### src/rtl/lock_pkg.sv
package lock_pkg;
  typedef struct packed {
    logic tbl_block;
    logic prog_inh;
    logic verify_inh;
    logic xexec_inh;
  } gate_t;

  localparam gate_t GATES_SAFE = '{tbl_block: 1'b1, prog_inh: 1'b1,
                                   verify_inh: 1'b1, xexec_inh: 1'b1};
endpackage

### src/rtl/lock_tier_decode.sv
module lock_tier_decode #(
  parameter int LOCK_W = 3,
  localparam int TW = $clog2(LOCK_W + 1)
) (
  input  logic [LOCK_W-1:0] lock_bits,
  output logic [TW-1:0]     tier
);
  // highest programmed bit sets the tier; lower bits are implied
  always_comb begin
    tier = '0;
    for (int i = 0; i < LOCK_W; i++) begin
      if (lock_bits[i]) tier = TW'(i + 1);
    end
  end
endmodule

### src/rtl/lock_gate_regs.sv
module lock_gate_regs
  import lock_pkg::*;
#(
  parameter int LOCK_W      = 3,
  parameter int PROG_TIER   = 1,
  parameter int VERIFY_TIER = 2,
  parameter int XEXEC_TIER  = 3,
  localparam int TW = $clog2(LOCK_W + 1)
) (
  input  logic          clk,
  input  logic          rst,
  input  logic [TW-1:0] tier,
  input  logic          fetch_ext,
  output gate_t         gates
);
  localparam logic [TW-1:0] T_PROG   = TW'(PROG_TIER);
  localparam logic [TW-1:0] T_VERIFY = TW'(VERIFY_TIER);
  localparam logic [TW-1:0] T_XEXEC  = TW'(XEXEC_TIER);

  always_ff @(posedge clk) begin
    if (rst) begin
      gates <= GATES_SAFE;
    end else begin
      gates.tbl_block  <= (tier >= T_PROG) && fetch_ext;
      gates.prog_inh   <= (tier >= T_PROG);
      gates.verify_inh <= (tier >= T_VERIFY);
      gates.xexec_inh  <= (tier >= T_XEXEC);
    end
  end
endmodule

### src/rtl/ea_sample_latch.sv
module ea_sample_latch (
  input  logic clk,
  input  logic rst,
  input  logic active,
  input  logic ext_pin,
  output logic ea_latched,
  output logic ea_mismatch
);
  logic ea_q;
  logic mis_q;

  // no reset value: contents are arbitrary until a protected reset
  always_ff @(posedge clk) begin
    if (rst && active) ea_q <= ext_pin;
  end

  always_ff @(posedge clk) begin
    if (rst) mis_q <= 1'b0;
    else     mis_q <= active && (ea_q != ext_pin);
  end

  assign ea_latched  = ea_q;
  assign ea_mismatch = mis_q;
endmodule

### src/rtl/lock_protect_unit.sv
module lock_protect_unit
  import lock_pkg::*;
#(
  parameter int LOCK_W = 3,
  localparam int TW = $clog2(LOCK_W + 1)
) (
  input  logic              clk,
  input  logic              rst,
  input  logic [LOCK_W-1:0] lock_bits,
  input  logic              ext_pin,
  input  logic              fetch_ext,
  output logic              tbl_block,
  output logic              prog_inh,
  output logic              verify_inh,
  output logic              xexec_inh,
  output logic              ea_latched,
  output logic              ea_mismatch
);
  logic [TW-1:0] tier;
  gate_t         gates;
  logic          active;

  lock_tier_decode #(.LOCK_W(LOCK_W)) u_decode (
    .lock_bits(lock_bits),
    .tier     (tier)
  );

  lock_gate_regs #(
    .LOCK_W     (LOCK_W),
    .PROG_TIER  (1),
    .VERIFY_TIER(2),
    .XEXEC_TIER (LOCK_W)
  ) u_gates (
    .clk      (clk),
    .rst      (rst),
    .tier     (tier),
    .fetch_ext(fetch_ext),
    .gates    (gates)
  );

  assign active = (tier != '0);

  ea_sample_latch u_ea (
    .clk        (clk),
    .rst        (rst),
    .active     (active),
    .ext_pin    (ext_pin),
    .ea_latched (ea_latched),
    .ea_mismatch(ea_mismatch)
  );

  assign tbl_block  = gates.tbl_block;
  assign prog_inh   = gates.prog_inh;
  assign verify_inh = gates.verify_inh;
  assign xexec_inh  = gates.xexec_inh;
endmodule

### config.mk
export PLATFORM = sky130hd
export DESIGN_NAME = lock_protect_unit
export DESIGN_NICKNAME = d
export VERILOG_FILES = /design/src/rtl/lock_pkg.sv /design/src/rtl/lock_tier_decode.sv /design/src/rtl/lock_gate_regs.sv /design/src/rtl/ea_sample_latch.sv /design/src/rtl/lock_protect_unit.sv
export SDC_FILE = /design/constraint.sdc
export NUM_CORES = 1
export LEC_CHECK = 0
export CAP_MARGIN = 15
export CORE_AREA = 5 5 42 44
export CTS_CLUSTER_SIZE = 28
export DETAILED_ROUTE_END_ITERATION = 12
export DIE_AREA = 0 0 47 49
export DONT_BUFFER_PORTS = 1
export HOLD_SLACK_MARGIN = 0.03
export PLACE_DENSITY = 0.36
export SLEW_MARGIN = 15
export SYNTH_ARGS = -nofsm -noshare
export SYNTH_HDL_FRONTEND = slang
export SYNTH_SLANG_ARGS = --single-unit
### constraint.sdc
create_clock -name clk -period 1.15 [get_ports clk]
set_clock_uncertainty 0.2 [all_clocks]
set_input_delay 0.23 -clock clk [delete_from_list [all_inputs] [get_ports clk]]
set_output_delay 0.23 -clock clk [all_outputs]
set_load 0.05 [all_outputs]
==> impl_metrics.json <==
{
  "status": "finished with violations",
  "violations": "hold timing, setup timing",
  "irDropWorstVdd_mv": 0.2589,
  "synth_seq_cells": 6,
  "cts_made_buffers": 3,
  "drt.antenna.violating_nets": 0,
  "hold_path_class": "primary input to register",
  "fin_cells": 47,
  "die_h_um": 49,
  "max_slew.worst_pin.slew_ns": 0.2542,
  "worst_setup_path_end_kind": "output port",
  "start_util_pct": 13.21,
  "setup_viol": 2,
  "cts_tree": "done",
  "syn_nets": 22,
  "synth_area_leaders": "dfxtp_1 54%, edfxtp_1 16%, or3_1 6.8%, nor3_1 5.4%, xnor2_1 4.7%",
  "yosysTopAreaCellShare_pct": 54.05,
  "ys_warn_count": 0,
  "gp_congestion": 0.5654,
  "path_buf_inv": 1,
  "die_w_um": 47,
  "r2r_cells": 3,
  "p_clk_share_pct": 35.1,
  "cts_sinks": 6,
  "viasPerCell": 3.532,
  "dp.cells": 38,
  "netlist_area_um2": 185.2,
  "grt_usage_pct": 5.571,
  "r2r_slack_ns": 0.04,
  "crit_required_ns": 0.72,
  "drtPass1Iterations": 2,
  "hold_path_depth": 1,
  "yosysSeqAreaShare_pct": 70.27,
  "cts-root-buf": "clkbuf_4",
  "switchingPower_mw": 0.1455,
  "grt_antenna_before_repair": 0,
  "slew_viol_final": 0,
  "slew_headroom_pct": 82.92,
  "die_area_um2": 2303,
  "combPwrFrac_pct": 23.1,
  "synth_cell_types": 9,
  "hold_viol": 2,
  "path_cells": "buf_12",
  "worstReg2RegStart": "u_ea.ea_latched",
  "vias": 166,
  "hp-start": "lock_bits[1]",
  "fmax_mhz": 786.8,
  "grt_setup_unrepaired": "yes",
  "coreArea_um2": 1401,
  "area_growth_syn_to_layout_pct": 123.0,
  "final_common_cell": "buf_12",
  "n_antenna_cell": 0,
  "internal_power_mw": 0.4317,
  "period_minus_slack_ns": 1.271,
  "power_leakage_nw": 0.1695,
  "clockBufferDepth": 2,
  "crit-reg2reg-capture": "u_ea.ea_mismatch",
  "std_cell_rows": 14,
  "final_area_um2": 412.9,
  "portBuffers": 0,
  "mostFrequentLayoutCells": "6 x buf_12, 5 x dfxtp_2, 4 x dlygate4sd3_1",
  "clk_pin_slew_ns": 0.05,
  "cp-start-kind": "register",
  "ios": 13,
  "dp_hpwl_um": 410.5,
  "drc": 0,
  "clkLatencyLatePin_ns": 0.24,
  "crit_fanout": 2,
  "drt_iter0_drc": 1,
  "p_per_area_nw_per_um2": 1398,
  "p_total_mw": 0.5772,
  "h-tree-depth": 1,
  "overflow": 0,
  "swShare_pct": 25.21,
  "wl_per_cell_um": 11.49,
  "grt_pass1_wl_um": 828,
  "crit_family": "flip-flops",
  "drv_cap": 0,
  "grt_max_degree": 6,
  "grt_pass1_vias": 210,
  "nets": 39,
  "crit_arrival_ns": 0.84,
  "drive_above_1_share_pct": 51.61,
  "routed_wirelength_um": 540,
  "final.setup.worst_slack_ns": -0.1209,
  "critPathKind": "register to output port",
  "cp_slowest_stage_delay_ns": 0.42,
  "syn_inst": 15,
  "fin_crit_sh_pct": 110.5,
  "synth_top_area_cell": "dfxtp_1",
  "dpl-instance-area_um2": 332.8,
  "syn_avg_cell_area_um2": 12.35,
  "power_frac_seq_pct": 41.7,
  "whs_ns": -0.1054,
  "hold_path_end": "u_gates.gates[2]",
  "cpMaxStageDelayCell": "edfxtp_1"
}
[kinds of logic (layout without fill, tap and decap cells)]
logic type	count (synthesis)	in the layout	synth area share, %
DFF	6	6	70.27
AOI/OAI and AO/OA	1	1	4.056
buffers and inverters	1	17	2.025
and+or+nand+nor	6	6	18.92
xor gates and xnor gates	1	1	4.731
[worst max-delay path by stage]
| stage | startpoint | end | cells past startpoint |
|---|---|---|---|
| 6_report | u_ea.ea_latched | ea_latched | 1 |
| 5_1_grt | u_ea.ea_latched | ea_latched | 1 |
| 4_1_cts | u_ea.ea_latched | ea_latched | 1 |
| 3_5_place_dp | rst | u_gates.gates[2] | 2 |
| 3_3_place_gp | rst | u_gates.gates[2] | 2 |
| 2_1_floorplan | u_ea.ea_latched | u_ea.ea_mismatch | 2 |
[registers in the layout, summed over array words and instances (netlist names)]
register and count:
u_gates.gates 4, u_ea.ea_latched 1, u_ea.ea_mismatch 1
[metrics by stage]
stage | worst slack [ns] | setup TNS [ns] | utilization, %
floorplan | -0.04155 | -0.04155 | -
global placement | 0.09282 | 0 | 23.75
detailed placement | 0.05695 | 0 | 23.75
CTS | -0.1219 | -0.1219 | 27.32
global route | -0.1451 | -0.2899 | 29.46
finish | -0.1209 | -0.2263 | 29.46
[cell usage after synthesis, drive strengths merged]
library cell,instances
nor2b,1
edfxtp,1
inv,1
dfxtp,5
o21bai,1
nor3,2
or2,1
xnor2,1
or3,2
[timing repair]
item	4_1_cts	5_1_grt
hold buffers	1	3
endpoints found under the hold margin	6	5
buffers inserted	1	0
resized for setup	5	0
setup endpoints to repair	6	7
[cell type report]
| cell class | count | area [um^2] |
|---|---|---|
| Fill cell | 150 | 988.4 |
| Timing Repair Buffer | 12 | 175.2 |
| Sequential cell | 6 | 136.4 |
| Multi-Input combinational cell | 8 | 51.30 |
| Clock buffer | 4 | 26.28 |
| Tap cell | 16 | 20.02 |
| Inverter | 1 | 3.754 |
[layer usage]
layer | track usage, % | vias to the layer above | part of all wire (%)
met1 | 2.870 | 81 | 20
met2 | 10.86 | 2 | 76
met5 | 0 | - | 0
met4 | 8.295 | 0 | 3.5
met3 | 0 | 2 | 0.19
li1 | - | 81 | -
[power groups by stage]
stage,logic (mW),clock network [mW],registers [mW]
6_report,0.133,0.203,0.241
4_1_cts,0.126,0.208,0.241
5_1_grt,0.139,0.221,0.242
3_5_place_dp,0.116,0,0.244
3_3_place_gp,0.115,0,0.243
2_1_floorplan,0.0130,0,0.282
Note: power is estimated with default switching activity, not from simulation.
